--- config.mk ---
export PLATFORM = sky130hd
export DESIGN_NAME = mcyc_timer
export DESIGN_NICKNAME = d
export VERILOG_FILES = /design/src/rtl/mcyc_pkg.sv /design/src/rtl/mcyc_prescale.sv /design/src/rtl/mcyc_ring.sv /design/src/rtl/mcyc_testpin.sv /design/src/rtl/mcyc_timer.sv
export SDC_FILE = /design/constraint.sdc
export NUM_CORES = 1
export LEC_CHECK = 0
export ABC_AREA = 1
export BUFFER_PORTS_ARGS = -buffer_cell sky130_fd_sc_hd__clkbuf_2
export CORE_AREA = 2 2 39 41
export CTS_BUF_LIST = sky130_fd_sc_hd__clkbuf_16
export DETAILED_ROUTE_END_ITERATION = 7
export DIE_AREA = 0 0 41 43
export PLACE_DENSITY = 0.58
export SYNTH_ARGS = -nofsm -noshare
export SYNTH_HDL_FRONTEND = slang
export SYNTH_SLANG_ARGS = --single-unit
--- constraint.sdc ---
create_clock -name clk -period 1.25 [get_ports clk]
set_input_delay 0.125 -clock clk [delete_from_list [all_inputs] [get_ports clk]]
set_output_delay 0.125 -clock clk [all_outputs]
set_load 0.005 [all_outputs]
--- src/rtl/mcyc_pkg.sv ---
package mcyc_pkg;
  // Default division ratios of the timing chain.
  localparam int DEF_PRE_DIV    = 3;
  localparam int DEF_NUM_STATES = 5;
endpackage

--- src/rtl/mcyc_prescale.sv ---
// Divides the master clock into state periods of DIV master cycles.
module mcyc_prescale #(
  parameter int DIV = mcyc_pkg::DEF_PRE_DIV
) (
  input  logic clk,
  input  logic rst,
  output logic wrap_o,   // last master cycle of the current state
  output logic tick_o    // first master cycle of the current state
);
  localparam int CW = (DIV > 1) ? $clog2(DIV) : 1;
  localparam logic [CW-1:0] LAST = CW'(DIV - 1);

  logic [CW-1:0] cnt_q;
  logic          tick_q;

  assign wrap_o = (cnt_q == LAST);
  assign tick_o = tick_q;

  always_ff @(posedge clk) begin
    if (rst) begin
      cnt_q  <= '0;
      tick_q <= 1'b1;
    end else begin
      cnt_q  <= wrap_o ? '0 : cnt_q + 1'b1;
      tick_q <= wrap_o;
    end
  end
endmodule

--- src/rtl/mcyc_ring.sv ---
// One-hot state ring plus the cycle-start strobe.
module mcyc_ring #(
  parameter int N = mcyc_pkg::DEF_NUM_STATES
) (
  input  logic         clk,
  input  logic         rst,
  input  logic         adv_i,
  output logic [N-1:0] state_o,
  output logic         ale_o
);
  logic [N-1:0] st;
  logic         ale_q;

  for (genvar i = 0; i < N; i++) begin : g_bit
    localparam int PREV = (i == 0) ? N - 1 : i - 1;
    localparam logic INIT = (i == 0) ? 1'b1 : 1'b0;
    logic bit_q;
    always_ff @(posedge clk) begin
      if (rst)        bit_q <= INIT;
      else if (adv_i) bit_q <= st[PREV];
    end
    assign st[i] = bit_q;
  end

  // ALE follows the state that is about to be entered.
  always_ff @(posedge clk) begin
    if (rst)        ale_q <= 1'b1;
    else if (adv_i) ale_q <= st[N-1];
  end

  assign state_o = st;
  assign ale_o   = ale_q;
endmodule

--- src/rtl/mcyc_testpin.sv ---
// Sticky enable for the state-clock copy on the test pin.
module mcyc_testpin (
  input  logic clk,
  input  logic rst,
  input  logic cmd_i,
  input  logic wrap_i,
  output logic pin_o
);
  logic en_q, pin_q, en_nxt;

  assign en_nxt = en_q | cmd_i;

  always_ff @(posedge clk) begin
    if (rst) begin
      en_q  <= 1'b0;
      pin_q <= 1'b0;
    end else begin
      en_q  <= en_nxt;
      pin_q <= en_nxt & wrap_i;
    end
  end

  assign pin_o = pin_q;
endmodule

--- src/rtl/mcyc_timer.sv ---
module mcyc_timer #(
  parameter int PRE_DIV    = mcyc_pkg::DEF_PRE_DIV,
  parameter int NUM_STATES = mcyc_pkg::DEF_NUM_STATES
) (
  input  logic                  clk,
  input  logic                  rst,
  input  logic                  tclk_en_cmd,
  output logic                  state_tick,
  output logic [NUM_STATES-1:0] state_onehot,
  output logic                  ale,
  output logic                  test_clk
);
  logic wrap;

  mcyc_prescale #(.DIV(PRE_DIV)) u_pre (
    .clk    (clk),
    .rst    (rst),
    .wrap_o (wrap),
    .tick_o (state_tick)
  );

  mcyc_ring #(.N(NUM_STATES)) u_ring (
    .clk     (clk),
    .rst     (rst),
    .adv_i   (wrap),
    .state_o (state_onehot),
    .ale_o   (ale)
  );

  mcyc_testpin u_tpin (
    .clk    (clk),
    .rst    (rst),
    .cmd_i  (tclk_en_cmd),
    .wrap_i (wrap),
    .pin_o  (test_clk)
  );
endmodule

* Yosys cells after proc, flatten, opt, wreduce, memory -nomap -nowiden
Cells that the tools add are included.
** Word-level totals
- Flip-flop bits (word level) :: 10
- Input bits :: 3
- Word-level logic and storage cells :: 14
** Operators by class
- $add $sub $neg :: 1
- Equality and inequality tests :: 1
- Bitwise operators :: 2
- Reduce and logical (&&, ||, !) cells :: 1
** Operators with widths (number)
- 2-bit by 1-bit adder with 2-bit output, second input constant :: 1
- 2-bit equality test, second input constant :: 1
- 2-bit OR reduction :: 1
- 1-bit AND :: 1
- 1-bit bitwise OR :: 1

* Longest topological paths before layout
Gate-level depths: netlist (run 1).
- Depth in word-level cells :: 2
- Depth in mapped cells :: 6
- Gate-level depth less buffers :: 5

* Hierarchy
From an unflattened synthesis (run 1), not the netlist that was laid out.
** Unflattened totals
- Cell total of the unflattened synthesis :: 52
- Area total of the unflattened synthesis :: 415.4 um2
** Modules (own cells, without submodules)
- mcyc_ring :: times used 1, cells an instance 36, area an instance 254.0 um2, sequential area each 100.1 um2
- mcyc_prescale :: times used 1, cells an instance 10, area an instance 97.6 um2, sequential area each 60.1 um2
- mcyc_testpin :: times used 1, cells an instance 6, area an instance 63.8 um2, sequential area each 40.0 um2

* Worst setup path after synthesis (run 1)
OpenSTA, ideal clock, no wires.
- Path type :: reg2reg
- Start point :: reg u_pre.cnt_q[0]
- End point :: reg u_ring.g_bit[2].bit_q
- Setup time :: 0.113 ns
- Arrival :: 0.843 ns
- Path slack :: 0.294 ns
- Cell stages (with the launch flop) :: 6
- Buffers on the path :: 1
- Clock period less this slack :: 0.956 ns
- Cells stage by stage :: dfxtp_1 inv_1 ha_1 buf_4 nor2_1 nor2_1
** On the way
- Longest elaborated chain between the ends :: 1
** Ends and longest elaborated chain
- from (decl) :: RTL line mcyc_prescale.sv:13 : logic [CW-1:0] cnt_q;
- from (signal assigned) :: RTL line mcyc_prescale.sv:24 : cnt_q <= wrap_o ? '0 : cnt_q + 1'b1;
- 2-bit equality test :: RTL line mcyc_prescale.sv:16 : assign wrap_o = (cnt_q == LAST);
- to (signal assigned) :: RTL line mcyc_ring.sv:20 : else if (adv_i) bit_q <= st[PREV];
- to (decl) :: RTL line mcyc_ring.sv:17 : logic bit_q;
No other way between the ends.
A chain may end at the register's enable or synchronous reset.

* Final worst setup path (run 1)
- Start point :: reg u_pre.cnt_q[0]
- End point :: reg u_ring.ale_q, in the netlist u_ring.ale_o
** On the way
- Longest elaborated chain between the ends :: 1
** Ends and longest elaborated chain
- 2-bit equality test :: RTL line mcyc_prescale.sv:16
- to (signal assigned) :: RTL line mcyc_ring.sv:28 : else if (adv_i) ale_q <= st[N-1];
- to (decl) :: RTL line mcyc_ring.sv:12 : logic ale_q;
No other way between the ends.

==> results of run 1 <==
sequential cells by signal (all words and copies together), names as in the netlist:
| name | count |
|---|---|
| u_tpin.pin_o | 1 |
| u_tpin.en_q | 1 |
| u_pre.cnt_q | 2 |
| u_ring.ale_o | 1 |
| u_ring.g_bit.bit_q | 4 |
| u_pre.tick_o | 1 |
area by class of cell:
| class | instances | area [sq um] |
|---|---|---|
| fill | 153 | 876 |
| tap | 16 | 20.0 |
| sequential | 10 | 200 |
| multi-input combinational | 27 | 136 |
| timing repair buffer | 10 | 50.0 |
| clock buffer | 3 | 75.1 |
| inverter | 7 | 26.3 |
kinds of logic after synthesis:
logic type    count (synthesis)
fa+ha+maj                     2
simple gates                 25
flops                        10
buf+inv                      13
power by group through the flow:
stage | clock network, W | registers [W] | logic (W)
6_report | 0.000548 | 0.000400 | 0.000165
5_1_grt | 0.000572 | 0.000406 | 0.000194
4_1_cts | 0.000556 | 0.000401 | 0.000168
3_5_place_dp | 0 | 0.000406 | 0.000165
3_3_place_gp | 0 | 0.000403 | 0.000164
2_1_floorplan | 0 | 0.000401 | 0.000150
layout by cell type (no fill, tap or decap):
cell,instances
sky130_fd_sc_hd__nor2_1,10
sky130_fd_sc_hd__nand2_1,10
sky130_fd_sc_hd__clkbuf_2,10
sky130_fd_sc_hd__dfxtp_1,10
sky130_fd_sc_hd__inv_1,6
sky130_fd_sc_hd__clkbuf_16,3
sky130_fd_sc_hd__nor2_2,2
sky130_fd_sc_hd__ha_1,2
sky130_fd_sc_hd__inv_2,1
sky130_fd_sc_hd__nand3_1,1
sky130_fd_sc_hd__or2_4,1
sky130_fd_sc_hd__nor3_2,1
path summary, 6_finish.rpt:
| check | from | cells past startpoint | end | slack [ns] |
|---|---|---|---|---|
| max | u_pre.cnt_q[0] | 5 | u_ring.ale_o | 0.19 |
| min | rst | 2 | u_tpin.pin_o | 0.11 |
| max reg2reg | u_pre.cnt_q[0] | 5 | u_ring.ale_o | 0.19 |
| min reg2reg | u_pre.cnt_q[0] | 1 | u_pre.cnt_q[0] | 0.43 |
per-stage QoR:
step                hold WS [ns]  power [W]  utilization [%]  setup slack [ns]
floorplan                  0.196   0.000551                -             0.294
global placement           0.354   0.000567             31.3             0.227
detailed placement         0.352   0.000571             31.3             0.197
CTS                        0.111    0.00112             36.7             0.176
global route               0.123    0.00117             36.7            0.0788
finish                     0.113    0.00111             36.7             0.186
metal layers:
metal	share of wire, %	global-route usage, %	vias up
li1	-	-	156
met1	43	9.03	116
met2	44	10.6	12
met3	8.2	4.71	5
met4	4.9	10.0	0
met5	0	0	-
worst register-to-register path, stage by stage, from the launching register on:
cell and delay (ns):
sky130_fd_sc_hd__dfxtp_1 0.31, sky130_fd_sc_hd__inv_1 0.08, sky130_fd_sc_hd__ha_1 0.35, sky130_fd_sc_hd__inv_2 0.07, sky130_fd_sc_hd__nand2_1 0.07, sky130_fd_sc_hd__nand3_1 0.07
==> metrics.txt, run 1 <==
# TYPE chip_impl_metric gauge
chip_impl_metric{name="fp.dieH",unit="um"} 43
chip_impl_info{name="setup.worst_path.class",value="register to register"} 1
chip_impl_metric{name="switching_power",unit="W"} 0.000252
chip_impl_metric{name="power.static_leakage",unit="nW"} 0.250
chip_impl_metric{name="switching_share",unit="%"} 22.6
chip_impl_metric{name="synth_fp_nets",unit=""} 55
chip_impl_metric{name="max_slew.worst_pin.slew",unit="ns"} 0.325
chip_impl_info{name="netlist_top_cells_count",value="sky130_fd_sc_hd__dfxtp_1, sky130_fd_sc_hd__nand2_1, sky130_fd_sc_hd__nor2_1, sky130_fd_sc_hd__buf_4, sky130_fd_sc_hd__inv_1"} 1
chip_impl_metric{name="finalNetCount",unit=""} 64
chip_impl_metric{name="drc_viols",unit=""} 0
chip_impl_metric{name="cell_area_after_technology_mapping",unit="sq um"} 408
chip_impl_metric{name="first_pass_iters",unit=""} 2
chip_impl_metric{name="synthMuxAreaShare",unit="%"} 0
chip_impl_metric{name="die_area",unit="sq mm"} 0.00176
chip_impl_metric{name="die_width",unit="um"} 41
chip_impl_metric{name="critical_path_required",unit="ns"} 1.36
chip_impl_metric{name="initial_utilization",unit="%"} 29.5
chip_impl_info{name="critPathLaunchType",value="register"} 1
chip_impl_metric{name="finClkSkew",unit="ns"} 0.00325
chip_impl_metric{name="post-place-cells",unit=""} 70
chip_impl_metric{name="critPathArrivalTime",unit="ns"} 1.18
chip_impl_metric{name="htree_levels",unit=""} 1
chip_impl_metric{name="detailedPlacementHpwl",unit="um"} 450
chip_impl_info{name="ys.flop_type",value="sky130_fd_sc_hd__dfxtp_1"} 1
chip_impl_metric{name="netlist.area_leader.share",unit="%"} 49.1
chip_impl_metric{name="n_antenna_cell",unit=""} 0
chip_impl_metric{name="synth_cell_types",unit=""} 11
chip_impl_metric{name="final_min_period_over_clock_period",unit="%"} 85.1
chip_impl_metric{name="clk_pin_slew_worst_paths",unit="ns"} 0.04
chip_impl_metric{name="gr-total-overflow",unit=""} 0
chip_impl_metric{name="finish.instance_area",unit="sq um"} 508
chip_impl_metric{name="finalWeightedCongestion",unit=""} 0.627
chip_impl_metric{name="design.core.area",unit="sq mm"} 0.00138
chip_impl_metric{name="synth-simple-area-share",unit="%"} 27.3
chip_impl_metric{name="drt_iter0_drc",unit=""} 3
chip_impl_metric{name="yosys.area_share.adder",unit="%"} 6.13
chip_impl_info{name="worst_path_max_delay_cell",value="sky130_fd_sc_hd__ha_1"} 1
chip_impl_metric{name="final_period_minus_worst_setup_slack",unit="ns"} 1.06
chip_impl_info{name="rsz_0062_raised_after_global_routing",value="false"} 1
chip_impl_metric{name="clock-sinks",unit=""} 10
chip_impl_metric{name="drive_above_1_share",unit="%"} 31.6
chip_impl_metric{name="boundaryPins",unit=""} 11
chip_impl_metric{name="fin_setup_tns",unit="ns"} 0
chip_impl_metric{name="dr_total_vias",unit=""} 289
chip_impl_metric{name="groute.usage.overall",unit="%"} 8.64
chip_impl_metric{name="io_buffer_count",unit=""} 10
chip_impl_metric{name="yosysSeqAreaShare",unit="%"} 49.1
chip_impl_metric{name="achievable-frequency",unit="GHz"} 0.940
chip_impl_metric{name="detail-route-antenna-nets",unit=""} 0
chip_impl_info{name="critical_path.top_delay_family",value="adder cells"} 1
chip_impl_metric{name="crit_fanout",unit=""} 10
chip_impl_metric{name="clk-insertion-delay-late",unit="ns"} 0.23
chip_impl_metric{name="number_of_antenna_violations_at_the_first_check_in_global_routing",unit=""} 0
chip_impl_metric{name="cts.repair_timing.setup_buffer_count",unit=""} 0
chip_impl_info{name="synth_top_family_by_area",value="simple AND/OR/NAND/NOR gates"} 1
chip_impl_metric{name="synthXorXnorAreaFrac",unit="%"} 0
chip_impl_metric{name="synthesis.area_per_instance",unit="sq um"} 8.16
chip_impl_metric{name="dpl_cell_area",unit="sq um"} 433
chip_impl_metric{name="wire_per_inst",unit="um"} 8.37
chip_impl_info{name="path_cells",value="inv_1 > ha_1 > inv_2 > nand2_1 > nand3_1"} 1
chip_impl_metric{name="pwr-share-clk",unit="%"} 49.3
chip_impl_metric{name="worst-path-buf-inv",unit=""} 2
chip_impl_metric{name="max_cap_viol_count",unit=""} 0
chip_impl_metric{name="grt_first_pass_wirelength",unit="um"} 924
chip_impl_info{name="clk_root_buffer_cell",value="sky130_fd_sc_hd__clkbuf_16"} 1
chip_impl_metric{name="asyncSetResetFlopFracSynth",unit="%"} 0
chip_impl_metric{name="synth-seq-cells",unit=""} 10
chip_impl_metric{name="synth_warnings",unit=""} 0
chip_impl_metric{name="cts-hold-fix-buffers",unit=""} 0
chip_impl_metric{name="critPathMaxStageDelay",unit="ns"} 0.35
chip_impl_info{name="synth.area.top_cells",value="sky130_fd_sc_hd__dfxtp_1, sky130_fd_sc_hd__buf_4, sky130_fd_sc_hd__nand2_1"} 1
chip_impl_metric{name="placement_rows",unit=""} 14
chip_impl_metric{name="vdd_ir_drop_max",unit="V"} 0.000674
chip_impl_metric{name="routed_wl",unit="um"} 611
chip_impl_metric{name="syn_inst",unit=""} 50
chip_impl_metric{name="power.share.combinational",unit="%"} 14.8
chip_impl_metric{name="synth_compound_gate_area_share",unit="%"} 0
chip_impl_metric{name="synthToLayoutAreaGrowth",unit="%"} 24.5
chip_impl_metric{name="vias_per_cell",unit=""} 3.96
chip_impl_info{name="netlist.top_cell.by_area",value="sky130_fd_sc_hd__dfxtp_1"} 1
chip_impl_info{name="hp-class",value="primary input to register"} 1
chip_impl_metric{name="power_report.internal_total",unit="W"} 0.000860
chip_impl_metric{name="maximum_number_of_pins_on_one_net_before_global_route_repair",unit=""} 11
chip_impl_metric{name="cellPowerDensity",unit="mW/mm^2"} 2190
chip_impl_metric{name="seq_power_share",unit="%"} 35.9
chip_impl_metric{name="timing.final.setup_violations",unit=""} 0
chip_impl_metric{name="relSlewSlack",unit="%"} 78.3
chip_impl_metric{name="clock_buffers_created_by_tritoncts",unit=""} 3
chip_impl_metric{name="finish.cell_count_without_fillers",unit=""} 73
chip_impl_metric{name="via_count_of_the_first_global_routing_pass",unit=""} 233
chip_impl_info{name="clock_tree_from_tritoncts",value="built"} 1
chip_impl_metric{name="synth-edff-count",unit=""} 0
chip_impl_info{name="element_type_at_the_critical_path_end",value="register"} 1
chip_impl_metric{name="max-clock-path-buffers",unit=""} 2
chip_impl_metric{name="finalHoldViolations",unit=""} 0
chip_impl_info{name="outcome",value="complete, no violations"} 1
chip_impl_metric{name="final-max-slew-violation-count",unit=""} 0
chip_impl_metric{name="ctsResizeCount",unit=""} 0
(Power assumes the default switching activity.)
==> run 2: changes to the inputs <==
--- a/config.mk
+++ b/config.mk
@@ -6,12 +6,14 @@
 export NUM_CORES = 1
 export LEC_CHECK = 0
 export ABC_AREA = 1
-export BUFFER_PORTS_ARGS = -buffer_cell sky130_fd_sc_hd__clkbuf_2
 export CORE_AREA = 2 2 39 41
 export CTS_BUF_LIST = sky130_fd_sc_hd__clkbuf_16
+export CTS_CLUSTER_SIZE = 20
 export DETAILED_ROUTE_END_ITERATION = 7
 export DIE_AREA = 0 0 41 43
-export PLACE_DENSITY = 0.58
+export DONT_BUFFER_PORTS = 1
+export PLACE_DENSITY = 0.51
+export SETUP_SLACK_MARGIN = 0.3
 export SYNTH_ARGS = -nofsm -noshare
 export SYNTH_HDL_FRONTEND = slang
 export SYNTH_SLANG_ARGS = --single-unit
==> run 2 against run 1 <==
Against the previous run:
- the flow now finishes with violations (negative hold slack)
- sequential share of layout area is 1.7 points higher
- sequential power is 4% higher
- power is 1.5% higher
- critical path depth is 1 lower
- clock power is 4.0% higher
- highest routed layer unchanged
- non-clock buffer count is 10 lower
- setup slack better by 0.15 ns
- final area is 3.4% lower
- first-iteration DRC count is 33% higher
- via count is 9.7% lower
==> metrics.txt, run 2 (same netlist as run 1, synthesis figures left out) <==
# TYPE chip_impl_metric gauge
chip_impl_info{name="outcome",value="finished with violations"} 1
chip_impl_info{name="violations",value="negative hold slack"} 1
chip_impl_metric{name="clock-sinks",unit=""} 10
chip_impl_metric{name="maximum_number_of_pins_on_one_net_before_global_route_repair",unit=""} 11
chip_impl_metric{name="via_count_of_the_first_global_routing_pass",unit=""} 210
chip_impl_metric{name="synthToLayoutAreaGrowth",unit="%"} 20.2
chip_impl_metric{name="fin_setup_tns",unit="ns"} 0
chip_impl_info{name="critPathLaunchType",value="register"} 1
chip_impl_info{name="hp-class",value="primary input to register"} 1
chip_impl_metric{name="max-clock-path-buffers",unit=""} 2
chip_impl_metric{name="grt_first_pass_wirelength",unit="um"} 821
chip_impl_info{name="commonest_cells_after_routing_fill_and_taps_aside",value="sky130_fd_sc_hd__nor2_1, sky130_fd_sc_hd__nand2_1, sky130_fd_sc_hd__dfxtp_1"} 1
chip_impl_metric{name="relSlewSlack",unit="%"} 88.2
chip_impl_metric{name="final_min_period_over_clock_period",unit="%"} 73.4
chip_impl_metric{name="boundaryPins",unit=""} 11
chip_impl_metric{name="clock_buffers_created_by_tritoncts",unit=""} 3
chip_impl_metric{name="routed_wl",unit="um"} 600
chip_impl_metric{name="power.static_leakage",unit="nW"} 0.209
chip_impl_metric{name="final-max-slew-violation-count",unit=""} 0
chip_impl_metric{name="critical_path_required",unit="ns"} 1.43
chip_impl_metric{name="clk-insertion-delay-late",unit="ns"} 0.24
chip_impl_metric{name="fillers",unit=""} 149
chip_impl_metric{name="finalHoldViolations",unit=""} 2
chip_impl_metric{name="cellPowerDensity",unit="mW/mm^2"} 2300
chip_impl_metric{name="initial_utilization",unit="%"} 29.5
chip_impl_metric{name="detail-route-antenna-nets",unit=""} 0
chip_impl_metric{name="die_area",unit="sq mm"} 0.00176
chip_impl_metric{name="fin_hold_ws",unit="ns"} -0.0490
chip_impl_metric{name="detailedPlacementHpwl",unit="um"} 390
chip_impl_metric{name="post-layout-total-power",unit="W"} 0.00113
chip_impl_info{name="regMostFlops",value="u_ring.g_bit.bit_q"} 1
chip_impl_metric{name="io_buffer_count",unit=""} 0
chip_impl_metric{name="crit_fanout",unit=""} 3
chip_impl_metric{name="placement_rows",unit=""} 14
chip_impl_metric{name="die_width",unit="um"} 41
chip_impl_info{name="clk_root_buffer_cell",value="sky130_fd_sc_hd__clkbuf_16"} 1
chip_impl_info{name="setup.worst_path.class",value="register to register"} 1
chip_impl_info{name="top_regs",value="u_ring.g_bit.bit_q: 4 flops, u_pre.cnt_q: 2 flops"} 1
chip_impl_metric{name="drt_iter0_drc",unit=""} 4
chip_impl_metric{name="final_period_minus_worst_setup_slack",unit="ns"} 0.917
chip_impl_metric{name="finalNetCount",unit=""} 54
chip_impl_metric{name="groute.usage.overall",unit="%"} 8.34
chip_impl_metric{name="design.core.area",unit="sq mm"} 0.00138
chip_impl_metric{name="wire_per_inst",unit="um"} 9.38
chip_impl_metric{name="finClkSkew",unit="ns"} 0.00295
chip_impl_metric{name="clk_pin_slew_worst_paths",unit="ns"} 0.04
chip_impl_metric{name="n_antenna_cell",unit=""} 0
chip_impl_metric{name="htree_levels",unit=""} 1
chip_impl_info{name="element_type_at_the_critical_path_end",value="register"} 1
chip_impl_metric{name="max_cap_viol_count",unit=""} 0
chip_impl_metric{name="finish.instance_area",unit="sq um"} 490
chip_impl_metric{name="drc_viols",unit=""} 0
chip_impl_metric{name="finalWeightedCongestion",unit=""} 0.600
chip_impl_metric{name="critPathArrivalTime",unit="ns"} 1.09
chip_impl_metric{name="dr_total_vias",unit=""} 261
chip_impl_metric{name="largest_register_ffs",unit=""} 4
chip_impl_info{name="rsz_0062_raised_after_global_routing",value="true"} 1
chip_impl_info{name="clock_tree_from_tritoncts",value="built"} 1
chip_impl_metric{name="timing.final.setup_violations",unit=""} 0
chip_impl_metric{name="gr-total-overflow",unit=""} 0
chip_impl_metric{name="dpl_cell_area",unit="sq um"} 383
chip_impl_metric{name="number_of_antenna_violations_at_the_first_check_in_global_routing",unit=""} 0
chip_impl_metric{name="achievable-frequency",unit="GHz"} 1.09
chip_impl_metric{name="fp.dieH",unit="um"} 43
chip_impl_metric{name="max_slew.worst_pin.slew",unit="ns"} 0.177
chip_impl_metric{name="drive_above_1_share",unit="%"} 25.0
chip_impl_metric{name="vias_per_cell",unit=""} 4.08
chip_impl_metric{name="vdd_ir_drop_max",unit="V"} 0.000699
chip_impl_metric{name="first_pass_iters",unit=""} 2
chip_impl_metric{name="cts.repair_timing.setup_buffer_count",unit=""} 0
run 2: cell types whose count changed in the layout (fill, tap and decap cells not counted):
| cell | delta |
|---|---|
| sky130_fd_sc_hd__ha_1 | -2 |
| sky130_fd_sc_hd__ha_4 | +2 |
| sky130_fd_sc_hd__inv_4 | +1 |
| sky130_fd_sc_hd__clkbuf_2 | -10 |
| sky130_fd_sc_hd__inv_1 | -1 |
| sky130_fd_sc_hd__dfxtp_2 | +1 |
| sky130_fd_sc_hd__clkinv_1 | +1 |
| sky130_fd_sc_hd__dfxtp_1 | -1 |
run 2: critical path, stage by stage (launching register included):
cell and delay (ns):
sky130_fd_sc_hd__dfxtp_2 0.35, sky130_fd_sc_hd__inv_4 0.05, sky130_fd_sc_hd__ha_4 0.15, sky130_fd_sc_hd__or2_4 0.24, sky130_fd_sc_hd__nor2_2 0.07
run 2: layout make-up:
type | count | area (sq um) | share of cell area, %
clock buffers | 3 | 75.1 | 15.3
inverters | 7 | 28.8 | 5.87
flip-flops and latches | 10 | 201 | 41.1
clock inverters | 1 | 3.75 | 0.765
multi-input cells | 27 | 161 | 32.9
well taps | 16 | 20.0 | 4.08
run 2: worst paths after layout:
path	from	to	slack, ns	cells after the start
worst max register to register	u_pre.cnt_q[0]	u_pre.cnt_q[0]	0.33	4
worst max-delay path	u_pre.cnt_q[0]	u_pre.cnt_q[0]	0.33	4
worst min-delay path	rst	u_tpin.pin_o	-0.05	1
worst min register to register	u_pre.cnt_q[0]	u_pre.cnt_q[0]	0.43	1
run 2: what timing repair did:
| item | CTS | global route |
|---|---|---|
| cloned | 0 | 0 |
| gates resized for setup | 2 | 5 |
| pin swaps | 1 | 0 |
| endpoints found under the setup margin | 9 | 9 |
| hold endpoints to repair | 2 | 2 |
run 2: per-stage QoR:
step / instances / worst slack [ns] / hold slack, ns / util, %
floorplan: 50 / 0.309 / 0.196 / -
global placement: 60 / 0.203 / 0.199 / 27.7
detailed placement: 60 / 0.190 / 0.199 / 27.7
CTS: 64 / 0.265 / -0.0504 / 33.6
global route: 64 / 0.286 / -0.0530 / 35.4
finish: 64 / 0.333 / -0.0490 / 35.4
run 2: routing by layer:
metal	wire, um	global-route usage, %
met5	0	0
met4	28	14.0
met3	44	4.71
met2	270	8.75
met1	256	8.06
run 2: power breakdown:
group	internal [W]	total, W	switching [W]
registers	0.000371	0.000417	0.0000461
clock network	0.000419	0.000570	0.000151
logic	0.0000681	0.000142	0.0000736
total	0.000858	0.00113	0.000270
==> run 3: changes to the inputs <==
--- a/config.mk
+++ b/config.mk
@@ -12,7 +12,7 @@
 export DETAILED_ROUTE_END_ITERATION = 7
 export DIE_AREA = 0 0 41 43
 export DONT_BUFFER_PORTS = 1
-export PLACE_DENSITY = 0.51
+export PLACE_DENSITY = 0.53
 export SETUP_SLACK_MARGIN = 0.3
 export SYNTH_ARGS = -nofsm -noshare
 export SYNTH_HDL_FRONTEND = slang
==> constraint.sdc (replaced) <==
create_clock -name clk -period 0.8 [get_ports clk]
set_input_delay 0.08 -clock clk [delete_from_list [all_inputs] [get_ports clk]]
set_output_delay 0.08 -clock clk [all_outputs]
set_load 0.005 [all_outputs]
==> run 3 against run 2 <==
Against the previous run:
- clock skew shrank 0.00057 ns
- sequential cell count unchanged
- critical endpoint unchanged
- largest power group unchanged
- power is 57% higher
- non-clock buffer count grew 1
- register-to-register slack worse by 0.43 ns
- the flow finishes with violations (negative hold slack, negative setup slack)
- setup slack got worse by 0.43 ns
==> metrics.txt, run 3 (same netlist as run 1, synthesis figures left out) <==
# TYPE chip_impl_metric gauge
chip_impl_metric{name="die_width",unit="um"} 41
chip_impl_metric{name="dpl_cell_area",unit="sq um"} 405
chip_impl_metric{name="clk-insertion-delay-late",unit="ns"} 0.23
chip_impl_info{name="setup.worst_path.class",value="register to register"} 1
chip_impl_metric{name="post-place-cells",unit=""} 61
chip_impl_metric{name="fin_hold_ws",unit="ns"} -0.0965
chip_impl_metric{name="drive_above_1_share",unit="%"} 50.0
chip_impl_metric{name="number_of_antenna_violations_at_the_first_check_in_global_routing",unit=""} 0
chip_impl_metric{name="largest_register_ffs",unit=""} 4
chip_impl_metric{name="htree_levels",unit=""} 1
chip_impl_metric{name="cellPowerDensity",unit="mW/mm^2"} 3440
chip_impl_metric{name="crit_fanout",unit=""} 3
chip_impl_metric{name="max-clock-path-buffers",unit=""} 2
chip_impl_metric{name="finish.instance_area",unit="sq um"} 515
chip_impl_metric{name="clock-sinks",unit=""} 10
chip_impl_metric{name="finalWeightedCongestion",unit=""} 0.571
chip_impl_info{name="regMostFlops",value="u_ring.g_bit.bit_q"} 1
chip_impl_info{name="hp-class",value="primary input to register"} 1
chip_impl_metric{name="power.static_leakage",unit="nW"} 0.215
chip_impl_metric{name="boundaryPins",unit=""} 11
chip_impl_metric{name="final-max-slew-violation-count",unit=""} 0
chip_impl_metric{name="multi_input_area",unit="sq um"} 171
chip_impl_metric{name="final_min_period_over_clock_period",unit="%"} 113
chip_impl_metric{name="via_count_of_the_first_global_routing_pass",unit=""} 266
chip_impl_metric{name="dr_total_vias",unit=""} 266
chip_impl_metric{name="first_pass_iters",unit=""} 2
chip_impl_metric{name="routed_wl",unit="um"} 656
chip_impl_metric{name="design.core.area",unit="sq mm"} 0.00138
chip_impl_metric{name="critPathArrivalTime",unit="ns"} 1.07
chip_impl_metric{name="die_area",unit="sq mm"} 0.00176
chip_impl_metric{name="clock_buffers_created_by_tritoncts",unit=""} 3
chip_impl_metric{name="post-route-util",unit="%"} 37.3
chip_impl_metric{name="vdd_ir_drop_max",unit="V"} 0.00139
chip_impl_metric{name="dp_slack",unit="ns"} -0.150
chip_impl_metric{name="synthToLayoutAreaGrowth",unit="%"} 26.4
chip_impl_info{name="critPathLaunchType",value="register"} 1
chip_impl_metric{name="placement_rows",unit=""} 14
chip_impl_info{name="layout.cells.most_common",value="sky130_fd_sc_hd__nand2_1"} 1
chip_impl_metric{name="drt_iter0_drc",unit=""} 2
chip_impl_metric{name="finClkSkew",unit="ns"} 0.00237
chip_impl_info{name="commonest_cells_after_routing_fill_and_taps_aside",value="sky130_fd_sc_hd__nand2_1, sky130_fd_sc_hd__dfxtp_2, sky130_fd_sc_hd__nor2_1"} 1
chip_impl_metric{name="groute.usage.overall",unit="%"} 9.76
chip_impl_metric{name="n_antenna_cell",unit=""} 0
chip_impl_metric{name="finalNetCount",unit=""} 55
chip_impl_metric{name="io_buffer_count",unit=""} 0
chip_impl_metric{name="drc_viols",unit=""} 0
chip_impl_metric{name="final_critical_path_setup_slack",unit="ns"} -0.101
chip_impl_metric{name="timing.final.setup_violations",unit=""} 9
chip_impl_metric{name="fp.dieH",unit="um"} 43
chip_impl_info{name="clock_tree_from_tritoncts",value="built"} 1
chip_impl_metric{name="clk_pin_slew_worst_paths",unit="ns"} 0.04
chip_impl_metric{name="vias_per_cell",unit=""} 4.16
chip_impl_info{name="rsz_0062_raised_after_global_routing",value="true"} 1
chip_impl_metric{name="initial_utilization",unit="%"} 29.5
chip_impl_metric{name="grt_first_pass_wirelength",unit="mm"} 1.03
chip_impl_metric{name="finish.cell_count_without_fillers",unit=""} 64
chip_impl_metric{name="finalHoldViolations",unit=""} 3
chip_impl_metric{name="detailedPlacementHpwl",unit="um"} 432
chip_impl_metric{name="relSlewSlack",unit="%"} 90.0
chip_impl_info{name="top_regs",value="u_ring.g_bit.bit_q: 4 flops, u_pre.cnt_q: 2 flops"} 1
chip_impl_info{name="clk_root_buffer_cell",value="sky130_fd_sc_hd__clkbuf_16"} 1
chip_impl_metric{name="critical_path_required",unit="ns"} 0.97
chip_impl_metric{name="achievable-frequency",unit="GHz"} 1.11
chip_impl_metric{name="detail-route-antenna-nets",unit=""} 0
chip_impl_metric{name="maximum_number_of_pins_on_one_net_before_global_route_repair",unit=""} 11
chip_impl_metric{name="cts.repair_timing.setup_buffer_count",unit=""} 0
chip_impl_metric{name="max_cap_viol_count",unit=""} 0
chip_impl_info{name="element_type_at_the_critical_path_end",value="register"} 1
chip_impl_metric{name="area_of_all_sequential_standard_cells",unit="sq um"} 215
chip_impl_metric{name="max_slew.worst_pin.slew",unit="ns"} 0.150
chip_impl_info{name="outcome",value="finished with violations"} 1
chip_impl_metric{name="fillers",unit=""} 138
chip_impl_info{name="violations",value="negative hold slack, negative setup slack"} 1
chip_impl_metric{name="wire_per_inst",unit="um"} 10.3
chip_impl_metric{name="gr-total-overflow",unit=""} 0
chip_impl_metric{name="final_period_minus_worst_setup_slack",unit="ns"} 0.901
## run 3: cell count changes in the layout (fill, tap and decap cells not counted)
| cell | before | now |
|---|---|---|
| sky130_fd_sc_hd__nor2_4 | 0 | 1 |
| sky130_fd_sc_hd__dfxtp_4 | 0 | 1 |
| sky130_fd_sc_hd__dfxtp_2 | 1 | 9 |
| sky130_fd_sc_hd__inv_4 | 1 | 0 |
| sky130_fd_sc_hd__inv_2 | 1 | 2 |
| sky130_fd_sc_hd__dfxtp_1 | 9 | 0 |
| sky130_fd_sc_hd__clkinv_1 | 1 | 0 |
| sky130_fd_sc_hd__nor2_2 | 2 | 3 |
| sky130_fd_sc_hd__buf_4 | 0 | 1 |
| sky130_fd_sc_hd__nor2_1 | 10 | 8 |
## run 3: final cells by class
| cell class | count | area share [%] |
|---|---|---|
| clock buffer | 3 | 14.6 |
| sequential | 10 | 41.7 |
| multi-input combinational | 27 | 33.3 |
| timing repair buffer | 1 | 1.46 |
| inverter | 7 | 5.10 |
| tap | 16 | 3.88 |
## run 3: routing by layer
metal  part of all wire, %  vias up  global-route usage (%)
li1                      -      136                       -
met1                    39      121                    7.77
met2                    52        9                    15.0
met3                   8.8        0                    8.38
met4                     0        0                    6.00
met5                     0        -                       0
## run 3: what timing repair did
item	in CTS	in global routing
endpoints found under the setup margin	18	18
pin swaps	3	1
cloned	0	0
endpoints found under the hold margin	3	3
resized for setup	8	1
## run 3: worst max-delay path, cell delays in order (launching register included)
cell and delay [ns]:
sky130_fd_sc_hd__dfxtp_2 0.32, sky130_fd_sc_hd__inv_2 0.06, sky130_fd_sc_hd__ha_4 0.15, sky130_fd_sc_hd__or2_4 0.24, sky130_fd_sc_hd__nor2_2 0.07
## run 3: worst paths after layout
check,from,to,slack [ns],depth (start not counted)
setup / recovery,u_pre.cnt_q[0],u_pre.cnt_q[0],-0.10,4
hold / removal,rst,u_tpin.pin_o,-0.1,1
hold reg to reg,u_tpin.en_q,u_tpin.en_q,0.47,2
setup reg to reg,u_pre.cnt_q[0],u_pre.cnt_q[0],-0.10,4
## run 3: power by group
group | switching (W) | total (W) | internal (W)
logic | 0.000123 | 0.000243 | 0.000120
registers | 0.0000737 | 0.000669 | 0.000596
clock network | 0.000215 | 0.000862 | 0.000647
## run 3: metrics by stage
| step | TNS, ns | total power (W) | hold slack (ns) |
|---|---|---|---|
| after CTS | -0.747 | 0.00179 | -0.0978 |
| after detailed placement | -1.06 | 0.000872 | 0.155 |
| final | -0.703 | 0.00177 | -0.0965 |
| after global placement | -0.923 | 0.000866 | 0.155 |
| after global routing | -1.15 | 0.00187 | -0.0982 |
| after floorplan | -0.683 | 0.000919 | 0.151 |
